[src/rtl/bpg_pkg.sv]
package bpg_pkg;

   function automatic bit is_pow2(input int unsigned v);
      return (v != 0) && ((v & (v - 1)) == 0);
   endfunction

   function automatic bit lanes_ok(input int unsigned v);
      return is_pow2(v) && (v >= 8) && (v <= 64);
   endfunction

endpackage

[src/rtl/bpg_step_table.sv]
// Forms the counter term for each residue class r = j mod (LANES/4).
// r = 0 is tied to zero, so only GROUPS-1 narrow multiplies exist.
module bpg_step_table #(
   parameter int unsigned GROUPS = 8,
   parameter int unsigned QW     = 3,
   localparam int unsigned LW    = QW + 2
) (
   input  logic [QW-1:0]        f2_half,
   input  logic [QW-1:0]        step_lo,
   output logic [GROUPS*LW-1:0] terms
);

   genvar r;
   generate
      for (r = 0; r < GROUPS; r++) begin : g_res
         if (r == 0) begin : g_zero
            assign terms[LW-1:0] = '0;
         end else begin : g_mul
            logic [QW-1:0] coef;
            logic [QW-1:0] prod;
            // coefficient (f2/2 * r) mod GROUPS, then times c mod GROUPS
            assign coef = QW'(f2_half * QW'(r));
            assign prod = QW'(coef * step_lo);
            assign terms[r*LW +: LW] = {prod, 2'b00};
         end
      end
   endgenerate

endmodule

[src/rtl/bpg_lane_add.sv]
// One lane: three-input add, truncated to the bank index width (mod LANES).
module bpg_lane_add #(
   parameter int unsigned LW = 5
) (
   input  logic [LW-1:0] base_i,
   input  logic [LW-1:0] off_i,
   input  logic [LW-1:0] term_i,
   output logic [LW-1:0] sum_o
);

   assign sum_o = base_i + off_i + term_i;

endmodule

[src/rtl/bpg_out_reg.sv]
module bpg_out_reg #(
   parameter int unsigned W = 160
) (
   input  logic         clk,
   input  logic         rst_n,
   input  logic [W-1:0] d,
   output logic [W-1:0] q
);

   always_ff @(posedge clk or negedge rst_n) begin
      if (!rst_n) q <= '0;
      else        q <= d;
   end

endmodule

[src/rtl/bank_perm_gen.sv]
module bank_perm_gen
   import bpg_pkg::*;
#(
   parameter int unsigned LANES   = 32,
   parameter bit          REG_OUT = 1'b0,
   localparam int unsigned LW     = $clog2(LANES),
   localparam int unsigned QW     = LW - 2,
   localparam int unsigned GROUPS = LANES / 4
) (
   input  logic                clk,
   input  logic                rst_n,
   input  logic [LW-1:0]       base_bank,
   input  logic [LANES*LW-1:0] lane_off,
   input  logic [QW-1:0]       f2_half,
   input  logic [QW-1:0]       step_lo,
   output logic [LANES*LW-1:0] lane_bank
);

   generate
      if (!lanes_ok(LANES)) begin : g_bad_lanes
         $error("bank_perm_gen: LANES must be a power of two in 8..64");
      end
   endgenerate

   logic [GROUPS*LW-1:0] step_terms;
   logic [LANES*LW-1:0]  lane_raw;

   bpg_step_table #(
      .GROUPS (GROUPS),
      .QW     (QW)
   ) u_terms (
      .f2_half (f2_half),
      .step_lo (step_lo),
      .terms   (step_terms)
   );

   genvar j;
   generate
      for (j = 0; j < LANES; j++) begin : g_lane
         // lanes at and above GROUPS reuse the term of lane j mod GROUPS
         bpg_lane_add #(.LW(LW)) u_add (
            .base_i (base_bank),
            .off_i  (lane_off[j*LW +: LW]),
            .term_i (step_terms[(j % GROUPS)*LW +: LW]),
            .sum_o  (lane_raw[j*LW +: LW])
         );
      end

      if (REG_OUT) begin : g_reg
         bpg_out_reg #(.W(LANES*LW)) u_oreg (
            .clk   (clk),
            .rst_n (rst_n),
            .d     (lane_raw),
            .q     (lane_bank)
         );
      end else begin : g_comb
         assign lane_bank = lane_raw;
      end
   endgenerate

endmodule

[config.mk]
export PLATFORM = sky130hd
export DESIGN_NAME = bank_perm_gen
export DESIGN_NICKNAME = d
export VERILOG_FILES = /design/src/rtl/bpg_pkg.sv /design/src/rtl/bpg_step_table.sv /design/src/rtl/bpg_lane_add.sv /design/src/rtl/bpg_out_reg.sv /design/src/rtl/bank_perm_gen.sv
export SDC_FILE = /design/constraint.sdc
export NUM_CORES = 1
export LEC_CHECK = 0
export CAP_MARGIN = 20
export CORE_AREA = 2 2 163 101
export DETAILED_ROUTE_END_ITERATION = 12
export DIE_AREA = 0 0 165 103
export PLACE_DENSITY_LB_ADDON = 0.05
export SLEW_MARGIN = 30
export SYNTH_ARGS = -nofsm -noshare
export SYNTH_HDL_FRONTEND = slang
export SYNTH_SLANG_ARGS = --single-unit
[constraint.sdc]
create_clock -name vclk -period 3.8
set_input_delay 0.38 -clock vclk [all_inputs]
set_output_delay 0.38 -clock vclk [all_outputs]
set_load 0.01 [all_outputs]
After elaboration in Yosys (flattened, before gate mapping)
Index checks and enable logic that the tools add are counted.

Bits in registers: 0. Bits of input ports: 173.

Add/subtract/negate cells: 60. Multipliers: 11.

Operators with widths (number): adder 5 bit (60); multiplier 3 x 3 -> 3 bit (4); multiplier 2 x 3 -> 2 bit (2); multiplier 1 x 3 -> 1 bit (1); multiplier 3 x 1 -> 3 bit (second input constant) (1); multiplier 3 x 2 -> 2 bit (second input constant) (1); multiplier 3 x 2 -> 3 bit (second input constant) (1); multiplier 3 x 3 -> 3 bit (second input constant) (1).

Logic depth before layout (Yosys ltp)
Depth in word-level cells: 3. Depth in mapped cells: 12. Mapped depth without buffers: 11.

By module
Synthesis repeated with hierarchy kept, for this count alone.

Cell total of the unflattened synthesis: 700. Area total of the unflattened synthesis: 7289.5 um^2.

Modules (own cells, without submodules): bpg_lane_add (cells an instance 20, times used 32, area an instance 212.7 um^2); bpg_step_table (cells an instance 60, times used 1, area an instance 483.0 um^2).

Worst setup path after synthesis
No wires, ideal clock.

Path kind: in2out. Start: input port f2_half[0]. End: output port lane_bank[119]. Cell stages on the path: 10. Path slack: 0.508 ns. Arrival time: 2.912 ns. Buffers on the path: 1. Cells stage by stage: buf_6 inv_1 ha_1 and2_1 xnor2_1 fa_1 ha_1 a21oi_1 xnor2_1 xnor2_1.

Cells in the longest elaborated chain, start to end: 3.

Ends and longest elaborated chain: from (decl) (RTL line bank_perm_gen.sv:14) `input logic [QW-1:0] f2_half,`; multiplier 3 x 1 -> 3 bit (RTL line bpg_step_table.sv:22) `assign coef = QW'(f2_half * QW'(r));`; multiplier 3 x 3 -> 3 bit (RTL line bpg_step_table.sv:23) `assign prod = QW'(coef * step_lo);`; adder 5 bit (RTL line bpg_lane_add.sv:11) `assign sum_o = base_i + off_i + term_i;`; to (decl) (RTL line bank_perm_gen.sv:16) `output logic [LANES*LW-1:0] lane_bank`.

Every way passes these cells.

Worst setup path after layout
Start: input port f2_half[0]. End: output port lane_bank[159].

The elaborated chain is that of the path after synthesis.

==> run_results.csv <==
group,metric,value,unit
run_status,status,"finished clean",
sta,rsz0062_at_grt,"no",
finish,final_cell_mix,"clkdlybuf4s50_1, ha_1, inv_1",
sta,fmax,0.2695,GHz
synthesis,yosys_warnings,0,
sta,setup_viol,0,
finish,multi_input_area,5602,sq um
power_and_ir_drop,p_leak,0.004977,uW
synthesis,ys_seq_area_share,0,%
setup_path,crit_end,"lane_bank[159]",
grt,grt_max_degree,33,
flow_run,drv_cap,0,
finish,diodes,0,
die,die_x,165,microns
routing,vias_per_cell,4.555,
grt,gr-total-overflow,0,
finish,clkbuf_count,0,
finish,register_area,0,sq um
finish,drive_gt1_share,5.994,%
routing,post_drt_wl_per_cell,15.52,microns
setup_path,critPathRequiredTime,3.42,ns
placed_design,portBuffers,331,
placed_design,dp_slack,-0.1713,ns
routing,detail_route.iter0.violations,79,
die,dieArea,17000,sq um
sta,timing.slew.headroom,37.05,%
routing,postRouteAntennaNets,0,
die,pin_count,333,
die,core,15720,sq um
power_and_ir_drop,peakVddDrop,0.1875,mV
die,initial_core_util,39.04,%
setup_path,setup.worst_path.end_class,"output port",
power_and_ir_drop,total_power,2527,uW
routing,wirelength,18790,microns
finish,nNetsFinal,1423,
finish,syn2layout_area_growth,63.32,%
power_and_ir_drop,pwr_density_cell,252.1,nW/um^2
sta,hold-worst-slack,1.698,ns
grt,track_usage,21.43,%
sta,fin_crit_sh,97.64,%
setup_path,crit_fanout,7,
finish,final_common_cell,"clkdlybuf4s50_1",
grt,grt_pass1_wl,28950,microns
synthesis,ys_types,26,
finish,fill_cells,1326,
routing,vias,5512,
sta,tightest_slew,0.9443,ns
min_path,worstHoldPathType,"input port to output port",
synthesis,avgSynthCellArea,9.711,sq um
setup_path,slowest_stage,"clkdlybuf4s50_1",
setup_path,critPathMaxStageDelay,0.48,ns
sta,hold_viol,0,
grt,grt_pass1_vias,5853,
die,die_y,103,microns
setup_path,cp_data_arrival_time,3.33,ns
placed_design,gp_congestion,0.8125,
setup_path,cpMostUsedCell,"xnor2_1",
grt,antenna_found_initial,0,
finish,post-route-util,63.76,%
synthesis,syn-instance-count,632,
setup_path,worstSetupStartpoint,"f2_half[0]",
routing,drc,0,
synthesis,synth_area,6137,sq um
sta,final_max_slew_viol_count,0,
die,row_count,36,
placed_design,hpwl,16400,microns
setup_path,start_kind,"input port",
sta,finalCriticalPeriod,3.710,ns
sta,worst_slack,0.08980,ns
finish,seq_cells,0,
routing,firstDrtPassIters,4,
setup_path,path_class,"input port to output port",
synthesis,synth_nets,1052,
setup_path,path_cells,"clkdlybuf4s50_1, inv_1, ha_1, and2_1, xnor2_1, buf_4, buf_4, fa_1, ha_1, a21oi_2, xnor2_1, xnor2_1, clkdlybuf4s15_1",
## metrics by stage
| stage | setup TNS [ns] | area (sq um) | cells |
|---|---|---|---|
| floorplan | 0 | 6137 | 632 |
| CTS | 0 | 10000 | 1210 |
| global placement | -0.9790 | 9991 | 1206 |
| detailed placement | -1.446 | 9991 | 1206 |
| global route | 0 | 10020 | 1210 |
| finish | 0 | 10020 | 1210 |
## worst max-delay path, delay by kind of cell
| family | cells | cell delay, ns |
|---|---|---|
| AOI/OAI and AO/OA | 1 | 0.15 |
| xor gates and xnor gates | 3 | 0.44 |
| adders and majority gates | 3 | 1.05 |
| buffers and inverters | 5 | 1.11 |
| and+or+nand+nor | 1 | 0.19 |
## final cells by class
cell class / instances / share of cell area, %
Multi-Input combinational cell: 488 / 55.89
Inverter: 140 / 5.243
Timing Repair Buffer: 373 / 36.26
Tap cell: 209 / 2.609
## logic make-up (layout without fill, tap and decap cells)
group | after synthesis | count (layout) | share of synthesized area, %
adder cells (fa/ha/maj) | 247 | 247 | 59.16
buffers and inverters | 144 | 513 | 9.032
XOR/XNOR | 147 | 147 | 22.12
AO/OA/AOI/OAI | 81 | 81 | 8.563
AND/OR/NAND/NOR | 13 | 13 | 1.122
## per-layer routing
| metal | wire (microns) | GRT usage, % | vias to the layer above |
|---|---|---|---|
| met5 | 0 | 0 | - |
| met4 | 130 | 1.672 | 0 |
| met3 | 1250 | 3.821 | 10 |
| met2 | 9691 | 41.28 | 168 |
| met1 | 7713 | 26.08 | 2568 |
| li1 | - | - | 2766 |
## cells in the mapped netlist, drive strengths merged
cell / count / area share [%]
xnor3: 1 / 0.43
buf: 4 / 0.47
a21bo: 1 / 0.16
a21o: 36 / 4.4
o221ai: 1 / 0.14
ha: 175 / 36
nor2: 1 / 0.061
a21oi: 39 / 3.2
and2: 1 / 0.10
o311ai: 1 / 0.27
o21ai: 2 / 0.16
xnor2: 120 / 17
xor2: 25 / 4.2
inv: 140 / 8.6
nor2b: 1 / 0.10
nand2: 8 / 0.61
or3: 1 / 0.10
fa: 72 / 23
o221a: 1 / 0.18
and3b: 1 / 0.14
xor3: 1 / 0.39
## worst min-delay path by stage
stage	from	to	slack, ns	cells after the start
finish	lane_off[134]	lane_bank[134]	1.70	5
floorplan	lane_off[0]	lane_bank[0]	0.90	1
detailed placement	lane_off[120]	lane_bank[120]	1.85	3
global route	lane_off[139]	lane_bank[139]	1.76	5
global placement	lane_off[40]	lane_bank[40]	1.85	3
CTS	lane_off[79]	lane_bank[79]	1.83	5
## power breakdown
group	internal [uW]	switching, uW	leakage (uW)
combinational	1420	1100	0.00498
clock	0	0	0
sequential	0	0	0
total	1420	1100	0.00498
## repair_timing
| item | CTS | global route |
|---|---|---|
| buffers inserted | 4 | 0 |
| cloned | 0 | 0 |
| resized for setup | 23 | 17 |
| hold buffers | 0 | 0 |
| setup endpoints to repair | 20 | 12 |
No activity file was read; power rests on OpenSTA's default activity.
